[src/rtl/pwr_seq_pkg.sv]
package pwr_seq_pkg;

   // Per-channel sequencing state
   typedef enum logic [1:0] {
      CH_OFF    = 2'd0,
      CH_SETTLE = 2'd1,
      CH_ON     = 2'd2
   } ch_state_e;

endpackage

[src/rtl/pwr_seq_timer.sv]
module pwr_seq_timer #(
   parameter int SETTLE_TICKS = 200
) (
   input  logic clk,
   input  logic rst_n,
   input  logic start,
   input  logic run,
   input  logic us_tick,
   output logic done
);

   localparam int CNT_W = $clog2(SETTLE_TICKS + 1);
   localparam logic [CNT_W-1:0] LAST = CNT_W'(SETTLE_TICKS);

   logic [CNT_W-1:0] cnt;

   generate
      if (SETTLE_TICKS < 1) begin : g_bad_ticks
         $error("pwr_seq_timer: SETTLE_TICKS must be at least 1");
      end
   endgenerate

   always_ff @(posedge clk) begin
      if (!rst_n)
         cnt <= '0;
      else if (start)
         cnt <= '0;
      else if (run && us_tick && cnt != LAST)
         cnt <= cnt + 1'b1;
   end

   assign done = run && us_tick && (cnt == LAST);


   count_bound_chk: assert property (@(posedge clk) disable iff (!rst_n)
      cnt <= LAST);


   count_only_on_tick_chk: assert property (@(posedge clk) disable iff (!rst_n)
      (!start && !us_tick) |=> $stable(cnt));

endmodule

[src/rtl/pwr_seq_arb.sv]
module pwr_seq_arb #(
   parameter int NUM_CH = 4
) (
   input  logic [NUM_CH-1:0] eligible,
   output logic [NUM_CH-1:0] grant
);

   logic [NUM_CH:0] seen;

   assign seen[0] = 1'b0;

   generate
      for (genvar g = 0; g < NUM_CH; g++) begin : g_prio
         assign seen[g+1] = seen[g] | eligible[g];
         assign grant[g]  = eligible[g] & ~seen[g];
      end
   endgenerate

endmodule

[src/rtl/pwr_seq_chan.sv]
module pwr_seq_chan
   import pwr_seq_pkg::*;
(
   input  logic      clk,
   input  logic      rst_n,
   input  logic      grant,
   input  logic      settle_done,
   output ch_state_e state,
   output logic      core_en,
   output logic      boost_en,
   output logic      out_en
);

   always_ff @(posedge clk) begin
      if (!rst_n)
         state <= CH_OFF;
      else if (grant)
         state <= (state == CH_OFF) ? CH_SETTLE : CH_OFF;
      else if (state == CH_SETTLE && settle_done)
         state <= CH_ON;
   end

   assign core_en  = (state != CH_OFF);
   assign boost_en = (state != CH_OFF);
   assign out_en   = (state == CH_ON);


   down_clears_all_chk: assert property (@(posedge clk) disable iff (!rst_n)
      (grant && state != CH_OFF) |=> (!core_en && !boost_en && !out_en));


   idle_hold_chk: assert property (@(posedge clk) disable iff (!rst_n)
      (!grant && state != CH_SETTLE) |=> $stable(state));


   out_after_core_chk: assert property (@(posedge clk) disable iff (!rst_n)
      $rose(out_en) |-> ($past(core_en) && $past(boost_en)));

endmodule

[src/rtl/chan_pwr_seq.sv]
module chan_pwr_seq
   import pwr_seq_pkg::*;
#(
   parameter int NUM_CH       = 4,
   parameter int SETTLE_TICKS = 200
) (
   input  logic              clk,
   input  logic              rst_n,
   input  logic [NUM_CH-1:0] pd_req,
   input  logic              us_tick,
   output logic [NUM_CH-1:0] core_en,
   output logic [NUM_CH-1:0] boost_en,
   output logic [NUM_CH-1:0] out_en,
   output logic [NUM_CH-1:0] pd_status,
   output logic              busy
);

   ch_state_e         st [NUM_CH];
   logic [NUM_CH-1:0] is_off;
   logic [NUM_CH-1:0] is_settle;
   logic [NUM_CH-1:0] eligible;
   logic [NUM_CH-1:0] grant;
   logic              start;
   logic              settle_done;

   generate
      if (NUM_CH < 1) begin : g_bad_ch
         $error("chan_pwr_seq: NUM_CH must be at least 1");
      end
   endgenerate

   generate
      for (genvar g = 0; g < NUM_CH; g++) begin : g_ch
         pwr_seq_chan u_chan (
            .clk        (clk),
            .rst_n      (rst_n),
            .grant      (grant[g]),
            .settle_done(settle_done),
            .state      (st[g]),
            .core_en    (core_en[g]),
            .boost_en   (boost_en[g]),
            .out_en     (out_en[g])
         );
         assign is_off[g]    = (st[g] == CH_OFF);
         assign is_settle[g] = (st[g] == CH_SETTLE);
      end
   endgenerate

   assign busy = |is_settle;

   // While settling, only the settling channel's abort may be served.
   always_comb begin
      if (busy)
         eligible = pd_req & is_settle;
      else
         eligible = (~pd_req & is_off) | (pd_req & ~is_off);
   end

   pwr_seq_arb #(.NUM_CH(NUM_CH)) u_arb (
      .eligible(eligible),
      .grant   (grant)
   );

   assign start = |(grant & is_off);

   pwr_seq_timer #(.SETTLE_TICKS(SETTLE_TICKS)) u_timer (
      .clk    (clk),
      .rst_n  (rst_n),
      .start  (start),
      .run    (busy),
      .us_tick(us_tick),
      .done   (settle_done)
   );

   assign pd_status = is_off;


   one_settling_chk: assert property (@(posedge clk) disable iff (!rst_n)
      $onehot0(is_settle));

   generate
      for (genvar a = 0; a < NUM_CH; a++) begin : g_chk

         others_frozen_chk: assert property (@(posedge clk) disable iff (!rst_n)
            (busy && !is_settle[a]) |=> ($stable(pd_status[a]) && $stable(out_en[a])));


         abort_clears_chk: assert property (@(posedge clk) disable iff (!rst_n)
            (is_settle[a] && pd_req[a]) |=> (!core_en[a] && !boost_en[a] && !out_en[a]));


         out_on_tick_chk: assert property (@(posedge clk) disable iff (!rst_n)
            $rose(out_en[a]) |-> $past(us_tick));
      end
   endgenerate

endmodule

[config.mk]
export PLATFORM = sky130hd
export DESIGN_NAME = chan_pwr_seq
export DESIGN_NICKNAME = d
export VERILOG_FILES = /design/src/rtl/pwr_seq_pkg.sv /design/src/rtl/pwr_seq_timer.sv /design/src/rtl/pwr_seq_arb.sv /design/src/rtl/pwr_seq_chan.sv /design/src/rtl/chan_pwr_seq.sv
export SDC_FILE = /design/constraint.sdc
export NUM_CORES = 1
export LEC_CHECK = 0
export ABC_AREA = 1
export BUFFER_PORTS_ARGS = -buffer_cell sky130_fd_sc_hd__buf_2
export CAP_MARGIN = 20
export CORE_ASPECT_RATIO = 1.4
export CORE_MARGIN = 3
export CORE_UTILIZATION = 54
export CTS_CLUSTER_SIZE = 20
export DETAILED_ROUTE_END_ITERATION = 6
export GPL_TIMING_DRIVEN = 0
export PLACE_DENSITY = 0.79
export SYNTH_ARGS = -nofsm -noshare
export SYNTH_HDL_FRONTEND = slang
export SYNTH_SLANG_ARGS = --single-unit
[constraint.sdc]
create_clock -name clk -period 2.03 [get_ports clk]
set_input_delay 0 -clock clk [delete_from_list [all_inputs] [get_ports clk]]
set_output_delay 0 -clock clk [all_outputs]
set_load 0.02 [all_outputs]
==> flow_metrics.env, run 1 <==
export IMPL_groute_usage_overall=0.190
export IMPL_areaGrowthSynthToFinish_pct=15.8
export IMPL_synth_lib_cells_used_distinct=24
export IMPL_num_io_pins=24
export IMPL_io_buffer_count=23
export IMPL_synthesis_nets=182
export IMPL_crit_path_cell_trace="inv_1 > ha_1 > nand3_1 > nor2_2 > nand3_1 > inv_1 > nand2_1 > nand2_1 > inv_1 > nand2_1 > a21oi_1"
export IMPL_fin_util=0.681
export IMPL_drtAntennaViolNets=0
export IMPL_first_global_vias=1034
export IMPL_cts_root_to_sink_buffers=2
export IMPL_setup_total_negative_slack_ps=0
export IMPL_slew_viol_final=0
export IMPL_final_setup_skew_ps=2.18
export IMPL_avgViaCountPerCell=4.96
export IMPL_diode_insertion_count_for_antenna_repair=0
export IMPL_synth_cells=173
export IMPL_clk_pin_slew_worst_paths_ps=100
export IMPL_wl_per_cell_um=10.8
export IMPL_design_final_nets=211
export IMPL_grt_max_degree=11
export IMPL_clk_sink_count=16
export IMPL_clock_tree_htree_level_count=1
export IMPL_numCtsBuffers=3
export IMPL_worst_path_max_delay_cell="dfxtp_1"
export IMPL_worst_path_largest_cell_delay_ps=330
export IMPL_met3WireLength_um=104
export IMPL_routed_wl_um=2400
export IMPL_ys_top_cells_by_area="dfxtp_1, inv_1, nand2_1"
export IMPL_route_top_layer_used="met4"
export IMPL_core_region_area_sq_um=2020
export IMPL_overall_power_consumption_mw=1.85
export IMPL_overflow=0
export IMPL_yosysWarnings=0
export IMPL_dp_cells=217
export IMPL_status="finished, final reports clean"
export IMPL_postSynthRegisterBits=16
export IMPL_synth_area_per_cell_sq_um=6.87
export IMPL_synthDominantCellAreaShare=0.269
export IMPL_drc_errors=0
export IMPL_drtPass1Iterations=4
export IMPL_timing_final_crit_period_ps=1610
export IMPL_setup_viol=0
export IMPL_clock_tree_from_tritoncts="yes"
export IMPL_criticalPathCategory="register to register"
export IMPL_routed_wl_met2_um=1370
export IMPL_worst_setup_path_start_kind="register"
export IMPL_hold_violations=0
export IMPL_final_layout_size_suffix_gt1_frac=0.358
export IMPL_synthesis_area_sq_um=1190
export IMPL_worstPathMaxFanout=3
export IMPL_endpoint_class_of_the_critical_path="register"
export IMPL_grt_antenna_before_repair=0
export IMPL_timing_slew_headroom=0.777
export IMPL_vdd_drop_max_v=0.000909
export IMPL_detailroute_via_count=1101
export IMPL_clock_insertion_delay_worst_skew_ps=290
export IMPL_floorplan_row_count=19
export IMPL_wirelength_met1_um=879
export IMPL_root_buffer="clkbuf_4"
export IMPL_synth_largest_area_cell="dfxtp_1"
export IMPL_grt_first_pass_wirelength_um=3930
export IMPL_cellPowerDensity_nw_per_um2=1340
export IMPL_crit_family="simple AND/OR/NAND/NOR gates"
export IMPL_final_cell_count_no_fill=222
export IMPL_place_gp_congestion=0.846
export IMPL_cp_data_arrival_time_ps=1800
export IMPL_die_y_um=61.5
export IMPL_share_of_synthesized_area_occupied_by_flip_flops_and_latches=0.269
export IMPL_drt_iter0_markers=28
export IMPL_hold_class="input port to register"
export IMPL_initial_utilization=0.588
export IMPL_worst_ep_required_time_ps=2220
export IMPL_die_area_sq_um=2810
export IMPL_maximum_capacitance_violations=0
export IMPL_final_hpwl_dp_um=2000
export IMPL_rsz0062_at_grt="false"
export IMPL_critical_path_buf_inv_count=3
export IMPL_layout_cells_most_common_list="inv_1, nand2_1, buf_2"
export IMPL_die_width_um=45.7
export IMPL_leakage_power_of_the_design_nw=0.672
export IMPL_layout_worst_path_cycle_share=0.791
export IMPL_achievable_frequency_mhz=622
export IMPL_worst_slew_pin_transition_ps=333
## metal layers
layer,track usage,vias up
met1,0.169,501
met5,0,-
met2,0.391,19
met4,0.0753,0
li1,-,574
met3,0.0351,7
## synth_stat cells
master,number
a21oi_1,9
buf_4,12
dfxtp_1,16
ha_1,2
inv_1,27
inv_2,6
nand2_1,27
nand2_2,4
nand2_4,3
nand3_1,9
nand3_2,1
nand3_4,1
nand4_1,3
nor2_1,18
nor2_2,13
nor2_4,3
nor2_8,1
nor3_1,2
o21a_1,1
o21ai_0,4
o21ai_1,1
o21ai_2,1
xnor2_1,2
xor2_1,7
## tightest hold or removal path: cells and delay by family
family | cells | cell delay, ps
buf+inv | 1 | 90
compound gates | 1 | 80
simple gates | 2 | 140
## cells by family (layout without fill, tap and decap cells)
logic type,after synthesis,in the layout,synth area share
flops,16,16,0.269
xor+xnor,9,9,0.0663
buf+inv,45,73,0.180
fa+ha+maj,2,2,0.0210
simple gates,85,85,0.391
compound gates,16,16,0.0726
## path summary, 6_finish.rpt
check                             to                    start  slack (ps)  cells past startpoint
max          g_ch[3].u_chan.state[0]           u_timer.cnt[0]         420                     11
min          g_ch[0].u_chan.state[0]                pd_req[0]          70                      4
max reg2reg  g_ch[3].u_chan.state[0]           u_timer.cnt[0]         420                     11
min reg2reg  g_ch[3].u_chan.state[1]  g_ch[3].u_chan.state[1]         490                      2
## registers in the layout (all words and copies together), names as in the netlist
name and flops:
g_ch.u_chan.state 8, u_timer.cnt 8
## report_power, final
part	total, mW	internal [mW]	switching [mW]
registers	0.398	0.354	0.0437
logic	1.23	0.431	0.802
clock network	0.218	0.109	0.109
total	1.85	0.895	0.955
## through the flow
step           hold WS, ps  instance area, sq um  setup WS (ps)
2_1_floorplan          123                  1190            481
3_3_place_gp           290                  1330            429
3_5_place_dp           294                  1330            413
4_1_cts               66.5                  1380            396
5_1_grt               76.1                  1380            251
6_report              66.7                  1380            423
## timing repair
action / CTS / global route
hold buffers: 1 / 0
setup endpoints to repair: 0 / 0
gates resized for setup: 0 / 0
buffers inserted: 0 / 0
endpoints found under the hold margin: 2 / 0
## area by class of cell
class,instances,area [sq um]
Inverter,33,124
Multi-Input combinational cell,112,654
Timing Repair Buffer,24,125
Sequential cell,16,320
Buffer,12,90.1
Clock buffer,4,36.3
Tap cell,21,26.3
Fill cell,185,644
Note: power is estimated with default switching activity, not from simulation.
==> run 2: changes to the inputs <==
--- a/config.mk
+++ b/config.mk
@@ -5,16 +5,16 @@
 export SDC_FILE = /design/constraint.sdc
 export NUM_CORES = 1
 export LEC_CHECK = 0
-export ABC_AREA = 1
+export ABC_AREA = 0
 export BUFFER_PORTS_ARGS = -buffer_cell sky130_fd_sc_hd__buf_2
 export CAP_MARGIN = 20
 export CORE_ASPECT_RATIO = 1.4
 export CORE_MARGIN = 3
-export CORE_UTILIZATION = 54
+export CORE_UTILIZATION = 49
 export CTS_CLUSTER_SIZE = 20
 export DETAILED_ROUTE_END_ITERATION = 6
 export GPL_TIMING_DRIVEN = 0
-export PLACE_DENSITY = 0.79
+export PLACE_DENSITY = 0.75
 export SYNTH_ARGS = -nofsm -noshare
 export SYNTH_HDL_FRONTEND = slang
 export SYNTH_SLANG_ARGS = --single-unit
==> constraint.sdc (replaced) <==
create_clock -name clk -period 1.35 [get_ports clk]
set_input_delay 0 -clock clk [delete_from_list [all_inputs] [get_ports clk]]
set_output_delay 0 -clock clk [all_outputs]
set_load 0.02 [all_outputs]
==> run 2 against run 1 <==
  * The flow now finishes with violations (setup timing)
  * Count of clock-buffer cells in the layout did not move
  * Design area is 41% higher
  * Synthesized cell count fell by 13%
  * Worst hold slack worse by 39 ps
  * Sequential cell count did not move
  * Critical path type unchanged
  * Critical endpoint unchanged
==> flow_metrics.env, run 2 <==
export IMPL_overflow=0
export IMPL_synth_compound_gate_area_share=0.223
export IMPL_design_final_nets=212
export IMPL_routed_wl_um=3980
export IMPL_yosysWarnings=0
export IMPL_layout_commonest_cell="buf_4"
export IMPL_layout_cells_most_common_list="buf_4, buf_6, buf_2"
export IMPL_detailroute_via_count=1318
export IMPL_switching_power_as_a_share_of_total_power=0.428
export IMPL_synthesis_nets=160
export IMPL_slew_viol_final=0
export IMPL_internal_power_mw=1.93
export IMPL_dominantRegCellSynth="dfxtp_1"
export IMPL_combPwrFrac=0.732
export IMPL_leakage_power_of_the_design_nw=0.836
export IMPL_hold_class="input port to register"
export IMPL_diode_insertion_count_for_antenna_repair=0
export IMPL_fill_cells=154
export IMPL_synth_fa_ha_area_frac=0.0200
export IMPL_layout_worst_path_cycle_share=1.39
export IMPL_cellPowerDensity_nw_per_um2=1750
export IMPL_clock_tree_from_tritoncts="yes"
export IMPL_combinational_family_with_the_most_area_after_synthesis="simple AND/OR/NAND/NOR gates"
export IMPL_clock_insertion_delay_worst_skew_ps=280
export IMPL_io_buffer_count=22
export IMPL_numCtsBuffers=3
export IMPL_setup_viol=19
export IMPL_worst_ep_required_time_ps=1560
export IMPL_achievable_frequency_mhz=531
export IMPL_violations="setup timing"
export IMPL_synth_area_per_cell_sq_um=8.30
export IMPL_worst_setup_path_start_kind="register"
export IMPL_synth_cells=151
export IMPL_core_region_area_sq_um=2420
export IMPL_rsz0062_at_grt="true"
export IMPL_clk_pin_slew_worst_paths_ps=90
export IMPL_clock_tree_htree_level_count=1
export IMPL_synth_simple_gate_area_frac=0.311
export IMPL_ys_top_cells_by_area="dfxtp_1, buf_4, nor2_1"
export IMPL_postSynthRegisterBits=16
export IMPL_root_buffer="clkbuf_4"
export IMPL_avgViaCountPerCell=5.58
export IMPL_maximum_capacitance_violations=0
export IMPL_timing_slew_headroom=0.770
export IMPL_synth_largest_area_cell="dfxtp_1"
export IMPL_num_io_pins=24
export IMPL_die_area_sq_um=3210
export IMPL_place_gp_congestion=0.829
export IMPL_criticalPathCategory="register to register"
export IMPL_wl_per_cell_um=16.9
export IMPL_worstHoldStart="rst_n"
export IMPL_groute_usage_overall=0.213
export IMPL_drt_iter0_markers=48
export IMPL_grt_antenna_before_repair=0
export IMPL_synth_lib_cells_used_distinct=53
export IMPL_floorplan_row_count=21
export IMPL_setup_total_negative_slack_ps=-7350
export IMPL_synth_mux_area_frac=0.00798
export IMPL_timing_final_crit_period_ps=1880
export IMPL_worst_slew_pin_transition_ps=341
export IMPL_asyncSetResetFlopFracSynth=0
export IMPL_worst_r2r_startpoint="g_ch[0].u_chan.state[0]"
export IMPL_final_hpwl_dp_um=2060
export IMPL_initial_utilization=0.519
export IMPL_drtPass1Iterations=4
export IMPL_areaGrowthSynthToFinish_pct=54.4
export IMPL_first_global_vias=1218
export IMPL_die_y_um=65.9
export IMPL_number_of_synthesized_flops_with_an_enable_pin=0
export IMPL_clk_sink_count=16
export IMPL_ctsHoldBuffers=0
export IMPL_post_synth_xor_area_fraction=0.0419
export IMPL_final_layout_size_suffix_gt1_frac=0.619
export IMPL_drc_errors=0
export IMPL_share_clk_of_total_power=0.094
export IMPL_grt_first_pass_wirelength_um=5400
export IMPL_share_of_synthesized_area_occupied_by_flip_flops_and_latches=0.255
export IMPL_overall_power_consumption_mw=3.38
export IMPL_synthesis_area_sq_um=1250
export IMPL_synthDominantCellAreaShare=0.255
export IMPL_hold_violations=0
export IMPL_status="complete, but fails checks"
export IMPL_largestRegisters="g_ch.u_chan.state (8), u_timer.cnt (8)"
export IMPL_worstPathMaxFanout=5
export IMPL_synth_top_cells_by_count="dfxtp_1, buf_4, nor2_1"
export IMPL_die_width_um=48.8
export IMPL_endpoint_class_of_the_critical_path="register"
export IMPL_grt_max_degree=11
export IMPL_switching_power_mw=1.45
export IMPL_cts_root_to_sink_buffers=2
export IMPL_vdd_drop_max_v=0.00130
export IMPL_cp_data_arrival_time_ps=2090
export IMPL_critical_path_startpoint="g_ch[0].u_chan.state[0]"
export IMPL_seq_power_share=0.174
export IMPL_drtAntennaViolNets=0
export IMPL_synthMostInstantiatedCell="dfxtp_1"
export IMPL_fin_ws_ps=-533
export IMPL_final_setup_skew_ps=1.66
==> run 2: routing by layer <==
metal | up-vias | global-route usage | share of wire
li1 | 620 | - | -
met1 | 650 | 0.214 | 0.36
met2 | 37 | 0.425 | 0.58
met3 | 11 | 0.0248 | 0.029
met4 | 0 | 0.107 | 0.029
met5 | - | 0 | 0
==> run 2: final cells by class <==
type                            instances  area [sq um]  share of cell area
Sequential cell                        16           350               0.181
Timing Repair Buffer                   49           385               0.199
Clock buffer                            4          36.3              0.0187
Inverter                               10          47.5              0.0246
Tap cell                               34          42.5              0.0220
Buffer                                 16           136              0.0705
Multi-Input combinational cell        107           937               0.484
==> run 2: final timing paths <==
path	end	slack [ps]	cells after the start
max	g_ch[3].u_chan.state[0]	-530	8
min	g_ch[2].u_chan.state[1]	30	2
max reg2reg	g_ch[3].u_chan.state[0]	-530	8
min reg2reg	u_timer.cnt[7]	550	2
==> run 2: repair_timing <==
item | 4_1_cts | 5_1_grt
gates cloned | 1 | 0
endpoints found under the hold margin | 0 | 0
pin swaps | 20 | 15
setup endpoints to repair | 19 | 26
setup buffers | 17 | 9
resized for setup | 46 | 32
==> run 2: worst max-delay path, stage by stage, from the launching register on <==
cell      delay (ps)
dfxtp_2          350
buf_6            130
nor3b_4          230
buf_4            160
o2111a_1         240
o21a_1           200
nor3_4            60
nor3_2           200
mux2i_1          230
==> run 2: kinds of logic after synthesis <==
group | after synthesis
simple gates | 62
compound gates | 36
buf+inv | 28
flops | 16
xor+xnor | 6
fa+ha+maj | 2
mux | 1
==> run 2: power groups by stage <==
| stage | Clock [mW] | Combinational (mW) | Sequential [mW] |
|---|---|---|---|
| floorplan | 0 | 1.27 | 0.588 |
| global placement | 0 | 1.55 | 0.601 |
| detailed placement | 0 | 1.58 | 0.606 |
| CTS | 0.319 | 2.03 | 0.581 |
| global route | 0.338 | 2.62 | 0.595 |
| finish | 0.317 | 2.47 | 0.590 |
==> run 2: stage by stage <==
step / cell area, sq um / cells / hold slack, ps / setup WS [ps] / util
after floorplan: 1290 / 151 / 191 / -347 / -
after global placement: 1440 / 207 / 314 / -566 / 0.596
after detailed placement: 1440 / 207 / 317 / -575 / 0.596
after CTS: 1740 / 227 / 5.07 / -455 / 0.719
after global routing: 1940 / 236 / 34.2 / -632 / 0.801
final: 1940 / 236 / 27.6 / -533 / 0.801
==> run 3: changes to the inputs <==
--- a/config.mk
+++ b/config.mk
@@ -14,7 +14,7 @@
 export CTS_CLUSTER_SIZE = 20
 export DETAILED_ROUTE_END_ITERATION = 6
 export GPL_TIMING_DRIVEN = 0
-export PLACE_DENSITY = 0.75
+export PLACE_DENSITY_LB_ADDON = 0.08
 export SYNTH_ARGS = -nofsm -noshare
 export SYNTH_HDL_FRONTEND = slang
 export SYNTH_SLANG_ARGS = --single-unit
==> run 3 against run 2 <==
  * The flow still finishes with violations (setup timing)
  * Die area did not move
  * Wire length fell by 23%
  * Global-route usage is 1.7 points lower
  * Critical path type unchanged
==> flow_metrics.env, run 3 (synthesis results as in run 2) <==
export IMPL_status="complete, but fails checks"
export IMPL_violations="setup timing"
export IMPL_clock_tree_htree_level_count=1
export IMPL_cellPowerDensity_nw_per_um2=1760
export IMPL_worst_setup_path_start_kind="register"
export IMPL_leakage_power_of_the_design_nw=0.746
export IMPL_largestRegisters="g_ch.u_chan.state (8), u_timer.cnt (8)"
export IMPL_worst_ep_required_time_ps=1530
export IMPL_drt_iter0_markers=15
export IMPL_first_global_vias=1144
export IMPL_grtUsageMet2=0.383
export IMPL_design_final_nets=196
export IMPL_grt_antenna_before_repair=0
export IMPL_timing_final_crit_period_ps=1810
export IMPL_grt_busiest_layer="met2"
export IMPL_hold_violations=0
export IMPL_overflow=0
export IMPL_critical_path_reg2reg_endpoint="u_timer.cnt[4]"
export IMPL_drtPass1Iterations=4
export IMPL_switching_power_as_a_share_of_total_power=0.444
export IMPL_avgViaCountPerCell=5.28
export IMPL_wl_per_cell_um=13.9
export IMPL_slew_viol_final=0
export IMPL_worst_path_max_delay_cell="dfxtp_4"
export IMPL_clock_tree_from_tritoncts="yes"
export IMPL_io_buffer_count=22
export IMPL_sequential_cell_area_sq_um=345
export IMPL_drc_errors=0
export IMPL_layout_commonest_cell="buf_4"
export IMPL_clk_sink_count=16
export IMPL_die_width_um=48.8
export IMPL_die_y_um=65.9
export IMPL_achievable_frequency_mhz=551
export IMPL_worstHoldStart="pd_req[2]"
export IMPL_final_hpwl_dp_um=2030
export IMPL_cts_root_to_sink_buffers=2
export IMPL_drtAntennaViolNets=0
export IMPL_num_io_pins=24
export IMPL_hold_path_depth=3
export IMPL_fin_ws_ps=-463
export IMPL_endpoint_class_of_the_critical_path="register"
export IMPL_root_buffer="clkbuf_4"
export IMPL_final_cell_area_sq_um=1700
export IMPL_groute_usage_overall=0.196
export IMPL_vdd_drop_max_v=0.00121
export IMPL_seq_power_share=0.201
export IMPL_setup_viol=17
export IMPL_fill_cells=224
export IMPL_layout_worst_path_cycle_share=1.34
export IMPL_die_area_sq_um=3210
export IMPL_worst_r2r_startpoint="g_ch[1].u_chan.state[0]"
export IMPL_share_clk_of_total_power=0.108
export IMPL_criticalPathCategory="register to register"
export IMPL_crit_family="simple AND/OR/NAND/NOR gates"
export IMPL_fin_util=0.704
export IMPL_grt_first_pass_wirelength_um=4930
export IMPL_reg2reg_slack_ps=-460
export IMPL_routed_wl_um=3060
export IMPL_combPwrFrac=0.691
export IMPL_initial_utilization=0.519
export IMPL_worst_slew_pin_transition_ps=605
export IMPL_maximum_capacitance_violations=0
export IMPL_hold_class="input port to register"
export IMPL_hold_path_endpoint="g_ch[2].u_chan.state[0]"
export IMPL_detailroute_via_count=1161
export IMPL_setup_total_negative_slack_ps=-6390
export IMPL_multi_input_area_sq_um=897
export IMPL_clk_pin_slew_worst_paths_ps=100
export IMPL_worst_path_largest_cell_delay_ps=370
export IMPL_cp_depth=7
export IMPL_core_region_area_sq_um=2420
export IMPL_placement_cell_area_sq_um=1440
export IMPL_areaGrowthSynthToFinish_pct=35.7
export IMPL_number_of_cells_on_the_worst_reg_to_reg_path=7
export IMPL_switching_power_mw=1.33
export IMPL_grt_met1_usage=0.204
export IMPL_critical_path_buf_inv_count=1
export IMPL_internal_power_mw=1.67
export IMPL_numCtsBuffers=3
export IMPL_place_gp_congestion=0.843
export IMPL_worstPathMaxFanout=9
export IMPL_rsz0062_at_grt="true"
export IMPL_crit_path_cell_trace="or2b_1 > and4_4 > inv_8 > or3_4 > and3_4 > o211ai_4 > nor2_1"
export IMPL_grt_max_degree=11
export IMPL_layout_cells_most_common_list="buf_4, buf_2, nor2_1"
export IMPL_final_setup_skew_ps=4.73
export IMPL_floorplan_row_count=21
export IMPL_diode_insertion_count_for_antenna_repair=0
export IMPL_timing_slew_headroom=0.593
export IMPL_cp_data_arrival_time_ps=1990
export IMPL_final_layout_size_suffix_gt1_frac=0.532
export IMPL_clock_insertion_delay_worst_skew_ps=290
export IMPL_grtUsageMet3=0.0203
run 3: cell count changes in the layout (fill, tap and decap cells not counted), sizes merged:
cell	delta
dlygate4sd3	+1
buf	-17
run 3: worst max path at each step:
stage	startpoint	endpoint	slack (ps)
2_1_floorplan	g_ch[2].u_chan.state[1]	u_timer.cnt[1]	-350
3_3_place_gp	g_ch[1].u_chan.state[1]	u_timer.cnt[1]	-610
3_5_place_dp	g_ch[1].u_chan.state[1]	u_timer.cnt[1]	-630
4_1_cts	g_ch[1].u_chan.state[0]	u_timer.cnt[4]	-420
5_1_grt	g_ch[1].u_chan.state[0]	u_timer.cnt[4]	-520
6_report	g_ch[1].u_chan.state[0]	u_timer.cnt[4]	-460
run 3: power groups by stage:
| stage | Clock [mW] | Combinational, mW | Sequential [mW] |
|---|---|---|---|
| after floorplan | 0 | 1.27 | 0.588 |
| final | 0.323 | 2.07 | 0.603 |
| after global placement | 0 | 1.56 | 0.603 |
| after CTS | 0.335 | 1.84 | 0.594 |
| after global routing | 0.354 | 2.20 | 0.619 |
| after detailed placement | 0 | 1.58 | 0.604 |
run 3: metal layers:
metal | wire (um) | part of all wire | vias up
met4 | 55 | 0.018 | 0
met2 | 1710 | 0.56 | 24
li1 | - | - | 585
met1 | 1190 | 0.39 | 546
met5 | 0 | 0 | -
met3 | 98 | 0.032 | 6
run 3: final cells by class:
class	count	share of cell area
Sequential cell	16	0.203
Clock buffer	4	0.0213
Timing Repair Buffer	34	0.130
Buffer	15	0.0669
Inverter	10	0.0265
Tap cell	34	0.0250
Multi-Input combinational cell	107	0.527
run 3: metrics by stage:
stage,power (mW),instances,hold slack [ps],worst slack (ps)
3_5_place_dp,2.19,207,322,-632
2_1_floorplan,1.86,151,191,-347
6_report,3.00,220,50.2,-463
4_1_cts,2.77,219,40.3,-422
5_1_grt,3.18,220,57.1,-525
3_3_place_gp,2.16,207,319,-606
run 3: worst register-to-register path, delay by kind of cell, from the launching register on:
| kind | cells | cell delay, ps |
|---|---|---|
| AOI/OAI and AO/OA | 1 | 140 |
| and+or+nand+nor | 5 | 1110 |
| buffers and inverters | 1 | 70 |
| DFF | 1 | 370 |
run 3: timing repair:
action                     4_1_cts  5_1_grt
hold endpoints to repair         1        0
pin swaps                        8        7
setup endpoints to repair       19       23
buffers inserted                10        1
gates resized for setup         27       15
hold buffers                     1        0
